**src/rtl/por_jump_pkg.sv**
```systemverilog
package por_jump_pkg;

    localparam int unsigned PJ_SEL_W = 4;

    typedef logic [PJ_SEL_W-1:0] sel_t;

    // One compare result, qualified by the address strobe.
    typedef struct packed {
        logic valid;
        logic hit;
    } sample_t;

    // Handover phase of the sticky flag.
    typedef enum logic [1:0] {
        PH_FEED_NOP = 2'd0,
        PH_HANDED   = 2'd1
    } phase_e;

    function automatic logic sel_equal(input sel_t field, input sel_t setting);
        return field == setting;
    endfunction

endpackage

```
**src/rtl/pj_addr_compare.sv**
```systemverilog
module pj_addr_compare
    import por_jump_pkg::*;
(
    input  sel_t    addr_field,
    input  sel_t    start_sel,
    input  logic    addr_valid,
    output sample_t raw
);
    always_comb begin
        raw.valid = addr_valid;
        raw.hit   = sel_equal(addr_field, start_sel);
    end
endmodule

```
**src/rtl/pj_match_filter.sv**
```systemverilog
module pj_match_filter
    import por_jump_pkg::*;
#(
    parameter int unsigned SYNC_STAGES = 1,
    parameter int unsigned CONFIRM     = 2
) (
    input  logic    clk,
    input  logic    rst,
    input  sample_t raw,
    output logic    confirm
);
    localparam int unsigned CW = $clog2(CONFIRM + 1);

    sample_t        stage [SYNC_STAGES];
    sample_t        synced;
    logic [CW-1:0]  run_cnt;

    // Synchronizer chain: the compare output only reaches the flag
    // logic through clocked registers.
    always_ff @(posedge clk) begin
        if (rst) begin
            for (int i = 0; i < SYNC_STAGES; i++) stage[i] <= '0;
        end else begin
            stage[0] <= raw;
            for (int i = 1; i < SYNC_STAGES; i++) stage[i] <= stage[i-1];
        end
    end

    assign synced = stage[SYNC_STAGES-1];

    // Run of consecutive qualified hits; strobe-low samples hold it.
    always_ff @(posedge clk) begin
        if (rst) begin
            run_cnt <= '0;
        end else if (synced.valid) begin
            if (!synced.hit)                run_cnt <= '0;
            else if (run_cnt != CW'(CONFIRM)) run_cnt <= run_cnt + 1'b1;
        end
    end

    assign confirm = synced.valid && synced.hit && (run_cnt >= CW'(CONFIRM - 1));
endmodule

```
**src/rtl/pj_handover_flag.sv**
```systemverilog
module pj_handover_flag
    import por_jump_pkg::*;
(
    input  logic clk,
    input  logic rst,
    input  logic confirm,
    output logic nop_drive_en,
    output logic xcvr_en
);
    phase_e phase;

    always_ff @(posedge clk) begin
        if (rst)          phase <= PH_FEED_NOP;
        else if (confirm) phase <= PH_HANDED;
    end

    // Reset overrides the registered phase without waiting for an edge.
    assign xcvr_en      = (phase == PH_HANDED) && !rst;
    assign nop_drive_en = !xcvr_en;
endmodule

```
**src/rtl/por_jump_ctrl.sv**
```systemverilog
module por_jump_ctrl
    import por_jump_pkg::*;
#(
    parameter int unsigned ADDR_W      = 16,
    parameter int unsigned DATA_W      = 8,
    parameter logic [7:0]  NOP_CODE    = 8'h00,
    parameter int unsigned SYNC_STAGES = 1,
    parameter int unsigned CONFIRM     = 2
) (
    input  logic              clk,
    input  logic              rst,
    input  logic [ADDR_W-1:0] addr,
    input  logic [3:0]        start_sel,
    input  logic              addr_valid,
    output logic              nop_drive_en,
    output logic [DATA_W-1:0] nop_data,
    output logic              xcvr_en
);
    localparam int unsigned LOW_W = ADDR_W - PJ_SEL_W;

    sample_t raw;
    logic    confirm;
    logic    unused_low_bits;

    assign unused_low_bits = ^addr[LOW_W-1:0];

    pj_addr_compare u_cmp (
        .addr_field (addr[ADDR_W-1 -: PJ_SEL_W]),
        .start_sel  (start_sel),
        .addr_valid (addr_valid),
        .raw        (raw)
    );

    pj_match_filter #(
        .SYNC_STAGES (SYNC_STAGES),
        .CONFIRM     (CONFIRM)
    ) u_filt (
        .clk     (clk),
        .rst     (rst),
        .raw     (raw),
        .confirm (confirm)
    );

    pj_handover_flag u_flag (
        .clk          (clk),
        .rst          (rst),
        .confirm      (confirm),
        .nop_drive_en (nop_drive_en),
        .xcvr_en      (xcvr_en)
    );

    assign nop_data = DATA_W'(NOP_CODE);
endmodule

```
**config.mk**
```make
export PLATFORM = sky130hd
export DESIGN_NAME = por_jump_ctrl
export DESIGN_NICKNAME = d
export VERILOG_FILES = /design/src/rtl/por_jump_pkg.sv /design/src/rtl/pj_addr_compare.sv /design/src/rtl/pj_match_filter.sv /design/src/rtl/pj_handover_flag.sv /design/src/rtl/por_jump_ctrl.sv
export SDC_FILE = /design/constraint.sdc
export NUM_CORES = 1
export LEC_CHECK = 0
export CAP_MARGIN = 25
export CORE_UTILIZATION = 26
export CTS_CLUSTER_SIZE = 40
export DETAILED_ROUTE_END_ITERATION = 10
export PLACE_DENSITY = 0.72
export SLEW_MARGIN = 25
export SYNTH_ARGS = -nofsm -noshare
export SYNTH_HDL_FRONTEND = slang
export SYNTH_HIERARCHICAL = 1
export SYNTH_SLANG_ARGS = --single-unit
```
**constraint.sdc**
```tcl
create_clock -name clk -period 1.1 [get_ports clk]
set_input_delay 0.275 -clock clk [delete_from_list [all_inputs] [get_ports clk]]
set_output_delay 0.275 -clock clk [all_outputs]
set_load 0.005 [all_outputs]
```
==> results of run 1 <==
## state kept, by name, summed over array words and instances (netlist names)
name / count
u_filt/run_cnt: 2
u_filt/stage: 2
u_flag/phase: 1
## worst max-delay path, stage by stage, from the launching register on
cell and delay (ns):
sky130_fd_sc_hd__dfxtp_2 0.32, sky130_fd_sc_hd__and2b_2 0.18, sky130_fd_sc_hd__buf_2 0.12
## metal layers
layer / vias up / share of wire / GRT usage
met5: - / 0 / 0
met4: 0 / 0 / 0.1034
met3: 0 / 0.073 / 0.03409
met2: 15 / 0.59 / 0.1639
met1: 113 / 0.33 / 0.08935
li1: 135 / - / -
## logic make-up (layout without fill, tap and decap cells)
logic type,after synthesis,count (layout),share of synthesized area
AO/OA/AOI/OAI,4,4,0.1370
XOR/XNOR,4,4,0.09588
adder cells (fa/ha/maj),2,2,0.06848
buffers and inverters,11,19,0.2055
flip-flops,5,5,0.2740
other,1,8,0.01026
AND/OR/NAND/NOR,11,11,0.2089
## per-stage QoR
stage / worst slack [ns] / std cells / hold WS (ns) / TNS (ns)
2_1_floorplan: 0.1035 / 45 / 0.3920 / 0
3_3_place_gp: -0.5845 / 64 / 0.4951 / -1.745
3_5_place_dp: -0.5814 / 64 / 0.4973 / -1.780
4_1_cts: -0.03543 / 68 / 0.4920 / -0.03543
5_1_grt: -0.06904 / 68 / 0.5078 / -0.06904
6_report: -0.02254 / 68 / 0.4881 / -0.02254
## power by group through the flow
stage / registers [mW] / clock network [mW] / logic (mW)
global route: 0.188 / 0.236 / 0.0834
CTS: 0.188 / 0.218 / 0.0758
global placement: 0.191 / 0 / 0.0758
floorplan: 0.190 / 0 / 0.0540
detailed placement: 0.191 / 0 / 0.0770
finish: 0.188 / 0.207 / 0.0741
## cells in the final DEF (no fill, tap or decap)
cell                              Yosys  routed
sky130_fd_sc_hd__nand3b_1             1       1
sky130_fd_sc_hd__inv_1                2       2
sky130_fd_sc_hd__o21ba_2              1       1
sky130_fd_sc_hd__and2b_2              1       1
sky130_fd_sc_hd__clkbuf_4             0       3
sky130_fd_sc_hd__dfxtp_2              0       2
sky130_fd_sc_hd__buf_2                0       2
sky130_fd_sc_hd__a21boi_2             1       1
sky130_fd_sc_hd__o32ai_2              1       1
sky130_fd_sc_hd__xor2_1               4       4
sky130_fd_sc_hd__clkdlybuf4s50_1      0       8
sky130_fd_sc_hd__ha_1                 2       2
sky130_fd_sc_hd__dlygate4sd2_1        0       1
sky130_fd_sc_hd__nor2_1               1       1
sky130_fd_sc_hd__and2b_1              2       2
sky130_fd_sc_hd__nor4_2               1       1
sky130_fd_sc_hd__o22ai_2              1       1
sky130_fd_sc_hd__buf_4                9       1
sky130_fd_sc_hd__clkbuf_1             0       1
sky130_fd_sc_hd__or2_0                1       1
sky130_fd_sc_hd__nand2_1              1       1
sky130_fd_sc_hd__conb_1               1       8
sky130_fd_sc_hd__dlymetal6s2s_1       0       1
sky130_fd_sc_hd__dfxtp_1              5       3
sky130_fd_sc_hd__nand2b_1             3       3
## path summary, 6_finish.rpt
check,slack [ns],to,depth (start not counted)
min,0.49,u_flag/phase[0]$_SDFFE_PP0P_,1
min reg2reg,0.49,u_flag/phase[0]$_SDFFE_PP0P_,1
max reg2reg,0.06,u_filt/run_cnt[0]$_SDFFE_PP0P_,4
max,-0.02,xcvr_en,2
## layout make-up
cell class,instances,area share
Clock buffer,4,0.05357
Inverter,2,0.01531
Multi-Input combinational cell,29,0.4413
Sequential cell,5,0.2092
Tap cell,15,0.03827
Timing Repair Buffer,13,0.2423
## what timing repair did
action	CTS	global route
setup buffers	0	0
endpoints found under the setup margin	2	4
endpoints found under the hold margin	0	0
gates cloned	0	0
resized for setup	10	2
pin swaps	0	3
==> metrics.txt, run 1 <==
# TYPE chip_impl_metric gauge
chip_impl_info{name="status",value="finished, violations left"} 1
chip_impl_info{name="violations",value="setup timing"} 1
chip_impl_metric{name="finalHoldViolCount",unit=""} 0
chip_impl_metric{name="worst-endpoint-required",unit="ns"} 0.82
chip_impl_metric{name="yosysWarnings",unit=""} 6
chip_impl_metric{name="place_congestion",unit=""} 0.6391
chip_impl_metric{name="vias_per_cell",unit=""} 3.868
chip_impl_metric{name="fill_cells",unit=""} 141
chip_impl_info{name="endpoint_class_of_the_critical_path",value="output pin"} 1
chip_impl_metric{name="drv_slew",unit=""} 0
chip_impl_metric{name="clock_sinks",unit=""} 5
chip_impl_metric{name="synthArstFlopShare",unit=""} 0
chip_impl_metric{name="worst_ep_arrival_time",unit="ns"} 0.85
chip_impl_info{name="ys.flop_type",value="sky130_fd_sc_hd__dfxtp_1"} 1
chip_impl_metric{name="clkTransAtPathRegs",unit="ns"} 0.04
chip_impl_metric{name="drive_gt1_frac",unit=""} 0.2642
chip_impl_metric{name="power",unit="mW"} 0.4689
chip_impl_metric{name="clkPwrFrac",unit=""} 0.442
chip_impl_metric{name="route.antenna.remaining_nets",unit=""} 0
chip_impl_metric{name="grt_overflow",unit=""} 0
chip_impl_metric{name="ioPinCount",unit=""} 33
chip_impl_metric{name="drtIter0Drc",unit=""} 0
chip_impl_metric{name="power_frac_seq",unit=""} 0.400
chip_impl_metric{name="core_area",unit="µm²"} 1301
chip_impl_metric{name="route.vias.total",unit=""} 263
chip_impl_metric{name="die_width",unit="µm"} 39.49
chip_impl_metric{name="yosysSeqAreaShare",unit=""} 0.2740
chip_impl_metric{name="layout_worst_path_cycle_share",unit=""} 1.020
chip_impl_metric{name="power.ir.vdd_worst",unit="mV"} 0.5689
chip_impl_metric{name="crit_fanout",unit=""} 3
chip_impl_metric{name="timing.final.crit_period",unit="ns"} 1.123
chip_impl_metric{name="n_antenna_cell",unit=""} 0
chip_impl_metric{name="antenna_found_initial",unit=""} 0
chip_impl_metric{name="cellLeakagePower",unit="nW"} 0.2118
chip_impl_info{name="timing.critical_path.from_type",value="register"} 1
chip_impl_info{name="worstSetupPathType",value="register to output pin"} 1
chip_impl_metric{name="hold_buffers",unit=""} 0
chip_impl_info{name="yosys-top-cells-area",value="sky130_fd_sc_hd__dfxtp_1 27%, sky130_fd_sc_hd__buf_4 18%, sky130_fd_sc_hd__xor2_1 9.6%"} 1
chip_impl_metric{name="multi_input_area",unit="µm²"} 216.5
chip_impl_info{name="worst_hold_path_type",value="register to register"} 1
chip_impl_metric{name="die_height",unit="µm"} 39.49
chip_impl_metric{name="power.combinational.fraction",unit=""} 0.158
chip_impl_info{name="yosys.cell_count.top_type",value="sky130_fd_sc_hd__buf_4"} 1
chip_impl_metric{name="layout_setup_ws",unit="ns"} -0.02254
chip_impl_metric{name="p_sw_frac",unit=""} 0.2126
chip_impl_metric{name="maxClockFrequency",unit="GHz"} 0.8908
chip_impl_metric{name="cts_bufs_inserted",unit=""} 3
chip_impl_metric{name="first_pass_grt_wire_length",unit="µm"} 945
chip_impl_metric{name="count_of_flip_flops_with_a_built_in_enable_after_synthesis",unit=""} 0
chip_impl_metric{name="synth_top_cell_area_share",unit=""} 0.2740
chip_impl_metric{name="row_count",unit=""} 13
chip_impl_metric{name="postRouteWirelength",unit="µm"} 524
chip_impl_metric{name="syn_area",unit="µm²"} 365.4
chip_impl_metric{name="global_route.usage.total",unit=""} 0.09917
chip_impl_info{name="grt_setup_unrepaired",value="yes"} 1
chip_impl_metric{name="ys_seq_elements",unit=""} 5
chip_impl_metric{name="io_buffer_count",unit=""} 12
chip_impl_info{name="cts_tree",value="built"} 1
chip_impl_info{name="hp-start",value="u_flag/phase[0]$_SDFFE_PP0P_"} 1
chip_impl_metric{name="core_occupancy_in_the_finished_layout",unit=""} 0.3769
chip_impl_metric{name="route.detailed.drc",unit=""} 0
chip_impl_metric{name="net-switching-power",unit="mW"} 0.09970
chip_impl_metric{name="final-seq-area",unit="µm²"} 102.6
chip_impl_metric{name="ctsLongestPathBuffers",unit=""} 2
chip_impl_metric{name="first_global_vias",unit=""} 264
chip_impl_metric{name="die_area",unit="µm²"} 1559
chip_impl_metric{name="p_int",unit="mW"} 0.3692
chip_impl_info{name="timing.critical_path.from",value="u_flag/phase[0]$_SDFFE_PP0P_"} 1
chip_impl_metric{name="finish.instance_area",unit="µm²"} 490.5
chip_impl_metric{name="routedWlPerCell",unit="µm"} 7.706
chip_impl_metric{name="number_of_cells_produced_by_synthesis",unit=""} 38
chip_impl_metric{name="detailedRoute.firstPassIterationCount",unit=""} 1
chip_impl_metric{name="h-tree-depth",unit=""} 1
chip_impl_metric{name="yosysUniqueCellTypes",unit=""} 18
chip_impl_info{name="worst_flop_to_flop_path_startpoint",value="u_filt/run_cnt[0]$_SDFFE_PP0P_"} 1
chip_impl_metric{name="dpl-instance-area",unit="µm²"} 470.5
chip_impl_info{name="synth.largest_area_cell",value="sky130_fd_sc_hd__dfxtp_1"} 1
chip_impl_metric{name="grt_max_degree",unit=""} 8
chip_impl_metric{name="post-dp-hpwl",unit="µm"} 474.4
chip_impl_info{name="cell_at_the_root_of_the_clock_tree",value="sky130_fd_sc_hd__clkbuf_4"} 1
chip_impl_info{name="yosys-top-cells-count",value="9 x sky130_fd_sc_hd__buf_4, 5 x sky130_fd_sc_hd__dfxtp_1, 4 x sky130_fd_sc_hd__xor2_1"} 1
chip_impl_metric{name="synthToLayoutAreaGrowth",unit="%"} 34.25
chip_impl_metric{name="finClkSkew",unit="ns"} 0.001833
chip_impl_metric{name="layout.nets",unit=""} 79
chip_impl_metric{name="start_util",unit=""} 0.2808
chip_impl_metric{name="clock_latency",unit="ns"} 0.24
chip_impl_metric{name="setup_viol",unit=""} 1
chip_impl_metric{name="pwr_density_cell",unit="nW/µm²"} 955.9
chip_impl_metric{name="maxCapViolations",unit=""} 0
chip_impl_metric{name="postSynthAreaPerCell",unit="µm²"} 9.614
Power figures use the tool's default switching activity.
==> run 2: changes to the inputs <==
==> constraint.sdc (replaced) <==
create_clock -name clk -period 1.1 [get_ports clk]
set_input_delay 0.11 -clock clk [delete_from_list [all_inputs] [get_ports clk]]
set_output_delay 0.11 -clock clk [all_outputs]
set_load 0.005 [all_outputs]
==> run 2 against run 1 <==
Compared with the run above: cell area increased by 1.3%; sequential cell count did not move; sequential share of layout area down 0.26 points; non-clock buffer count did not move; the run now ends clean; clock power hardly changed; first-iteration DRC count is 6 higher; routed wire length increased by 1.7%; core utilization is 0.48 points higher; power rose by 0.30%.
==> metrics.txt, run 2 (synthesized netlist as in run 1, its figures left out) <==
# TYPE chip_impl_metric gauge
chip_impl_metric{name="io_buffer_count",unit=""} 12
chip_impl_metric{name="p_int",unit="mW"} 0.3697
chip_impl_metric{name="cts_bufs_inserted",unit=""} 3
chip_impl_info{name="layout.cells.most_common_list",value="9 x sky130_fd_sc_hd__clkdlybuf4s50_1, 8 x sky130_fd_sc_hd__conb_1, 4 x sky130_fd_sc_hd__xor2_1"} 1
chip_impl_metric{name="grt_max_degree",unit=""} 7
chip_impl_metric{name="drv_slew",unit=""} 0
chip_impl_metric{name="pre_cts_slack",unit="ns"} -0.2666
chip_impl_metric{name="n_antenna_cell",unit=""} 0
chip_impl_metric{name="worst_ep_arrival_time",unit="ns"} 1.21
chip_impl_metric{name="first_pass_grt_wire_length",unit="µm"} 924
chip_impl_info{name="worstSetupPathType",value="register to register"} 1
chip_impl_metric{name="crit_fanout",unit=""} 3
chip_impl_info{name="timing.critical_path.slowest_stage_cell",value="sky130_fd_sc_hd__dfxtp_2"} 1
chip_impl_info{name="cell_at_the_root_of_the_clock_tree",value="sky130_fd_sc_hd__clkbuf_4"} 1
chip_impl_info{name="largest_regs",value="u_filt/run_cnt: 2 flops, u_filt/stage: 2 flops, u_flag/phase: 1 flops"} 1
chip_impl_metric{name="drive_gt1_frac",unit=""} 0.2264
chip_impl_metric{name="pwr_density_cell",unit="nW/µm²"} 946.7
chip_impl_metric{name="net-switching-power",unit="mW"} 0.1005
chip_impl_info{name="timing.critical_path.from_type",value="register"} 1
chip_impl_metric{name="detailedRoute.firstPassIterationCount",unit=""} 2
chip_impl_metric{name="power_frac_seq",unit=""} 0.399
chip_impl_metric{name="die_area",unit="µm²"} 1559
chip_impl_metric{name="grt_overflow",unit=""} 0
chip_impl_metric{name="row_count",unit=""} 13
chip_impl_info{name="worstPathCellList",value="inv_1 > ha_1 > nand3b_1 > o22ai_2"} 1
chip_impl_metric{name="ctsLongestPathBuffers",unit=""} 2
chip_impl_metric{name="h-tree-depth",unit=""} 1
chip_impl_metric{name="clkTransAtPathRegs",unit="ns"} 0.05
chip_impl_metric{name="die_height",unit="µm"} 39.49
chip_impl_metric{name="power.ir.vdd_worst",unit="mV"} 0.6696
chip_impl_metric{name="post-dp-hpwl",unit="µm"} 474.8
chip_impl_metric{name="crit_path_max_incr_delay",unit="ns"} 0.33
chip_impl_info{name="worst_flop_to_flop_path_startpoint",value="u_filt/run_cnt[0]$_SDFFE_PP0P_"} 1
chip_impl_metric{name="finish.instance_area",unit="µm²"} 496.7
chip_impl_info{name="cts_tree",value="built"} 1
chip_impl_info{name="status",value="finished clean"} 1
chip_impl_metric{name="postCtsSetupBuffers",unit=""} 0
chip_impl_info{name="hp-start",value="rst"} 1
chip_impl_info{name="worst_hold_path_type",value="input port to register"} 1
chip_impl_metric{name="clock_latency",unit="ns"} 0.24
chip_impl_info{name="timing.critical_path.from",value="u_filt/run_cnt[0]$_SDFFE_PP0P_"} 1
chip_impl_metric{name="p_sw_frac",unit=""} 0.2138
chip_impl_metric{name="worst-endpoint-required",unit="ns"} 1.26
chip_impl_metric{name="place_congestion",unit=""} 0.6395
chip_impl_metric{name="whs",unit="ns"} 0.3017
chip_impl_metric{name="dpl-instance-area",unit="µm²"} 470.5
chip_impl_metric{name="drtIter0Drc",unit=""} 6
chip_impl_info{name="endpoint_class_of_the_critical_path",value="register"} 1
chip_impl_metric{name="fin_setup_tns",unit="ns"} 0
chip_impl_info{name="final_common_cell",value="sky130_fd_sc_hd__clkdlybuf4s50_1"} 1
chip_impl_metric{name="power.combinational.fraction",unit=""} 0.160
chip_impl_metric{name="layout_worst_path_cycle_share",unit=""} 0.9522
chip_impl_metric{name="cellLeakagePower",unit="nW"} 0.2016
chip_impl_metric{name="global_route.usage.total",unit=""} 0.09069
chip_impl_info{name="grt_setup_unrepaired",value="no"} 1
chip_impl_metric{name="route.antenna.remaining_nets",unit=""} 0
chip_impl_metric{name="maxClockFrequency",unit="GHz"} 0.9547
chip_impl_metric{name="clkPwrFrac",unit=""} 0.441
chip_impl_metric{name="layout_setup_ws",unit="ns"} 0.05254
chip_impl_metric{name="timing.final.crit_period",unit="ns"} 1.047
chip_impl_metric{name="maxCapViolations",unit=""} 0
chip_impl_metric{name="route.detailed.drc",unit=""} 0
chip_impl_metric{name="vias_per_cell",unit=""} 3.941
chip_impl_metric{name="start_util",unit=""} 0.2808
chip_impl_metric{name="die_width",unit="µm"} 39.49
chip_impl_metric{name="route.vias.total",unit=""} 268
chip_impl_metric{name="clock_sinks",unit=""} 5
chip_impl_metric{name="setup_viol",unit=""} 0
chip_impl_metric{name="postRouteWirelength",unit="µm"} 533
chip_impl_metric{name="finalHoldViolCount",unit=""} 0
chip_impl_metric{name="core_area",unit="µm²"} 1301
chip_impl_metric{name="routedWlPerCell",unit="µm"} 7.838
chip_impl_metric{name="ioPinCount",unit=""} 33
chip_impl_metric{name="layout.nets",unit=""} 79
chip_impl_metric{name="first_global_vias",unit=""} 270
chip_impl_metric{name="finClkSkew",unit="ns"} 0.004511
chip_impl_metric{name="antenna_found_initial",unit=""} 0
chip_impl_metric{name="synthToLayoutAreaGrowth",unit="%"} 35.96
==> run 2: cell types whose count changed in the layout (fill, tap and decap cells not counted), sizes merged <==
cell           before  now
clkdlybuf4s50       8    9
dlygate4sd2         1    2
dlymetal6s2s        1    0
buf                 3    1
clkdlybuf4s15       0    1
==> run 2: what timing repair did <==
action / CTS / global route
pin swaps: 0 / 2
setup endpoints to repair: 3 / 2
hold buffers: 0 / 0
resized for setup: 6 / 0
==> run 2: path summary, 6_finish.rpt <==
kind	to	slack, ns	cells after the start
setup / recovery	u_filt/run_cnt[0]$_SDFFE_PP0P_	0.05	4
hold reg to reg	u_flag/phase[0]$_SDFFE_PP0P_	0.48	1
setup reg to reg	u_filt/run_cnt[0]$_SDFFE_PP0P_	0.05	4
hold / removal	u_flag/phase[0]$_SDFFE_PP0P_	0.30	2
==> run 2: cell type report <==
type	count	area, µm²
fillers	139	804.5
clock buffers	4	26.28
repair buffers	13	125.1
multi-input cells	29	216.5
inverters	2	7.507
flip-flops and latches	5	102.6
well taps	15	18.77
==> run 2: through the flow <==
step	util	instances	power (mW)
after floorplan	-	45	0.2445
after global placement	0.3615	64	0.2666
after detailed placement	0.3615	64	0.2678
after CTS	0.3817	68	0.4792
after global routing	0.3817	68	0.4981
final	0.3817	68	0.4702
==> run 2: power groups by stage <==
stage | Sequential [mW] | Combinational, mW | Clock [mW]
5_1_grt | 0.188 | 0.0840 | 0.227
2_1_floorplan | 0.190 | 0.0540 | 0
4_1_cts | 0.188 | 0.0758 | 0.216
6_report | 0.188 | 0.0754 | 0.207
3_3_place_gp | 0.191 | 0.0757 | 0
3_5_place_dp | 0.191 | 0.0769 | 0
==> run 2: worst max-delay path, delay by kind of cell (launching register included) <==
| family | cells | cell delay (ns) |
|---|---|---|
| buffers and inverters | 1 | 0.06 |
| DFF | 1 | 0.33 |
| and+or+nand+nor | 1 | 0.22 |
| AOI/OAI and AO/OA | 1 | 0.15 |
| adders and majority gates | 1 | 0.21 |
==> run 2: per-layer routing <==
metal,global-route usage,vias up,part of all wire
met5,0,-,0
met4,0.02586,0,0
met3,0.03409,0,0.073
met2,0.1721,17,0.55
met1,0.08874,116,0.37
li1,-,135,-
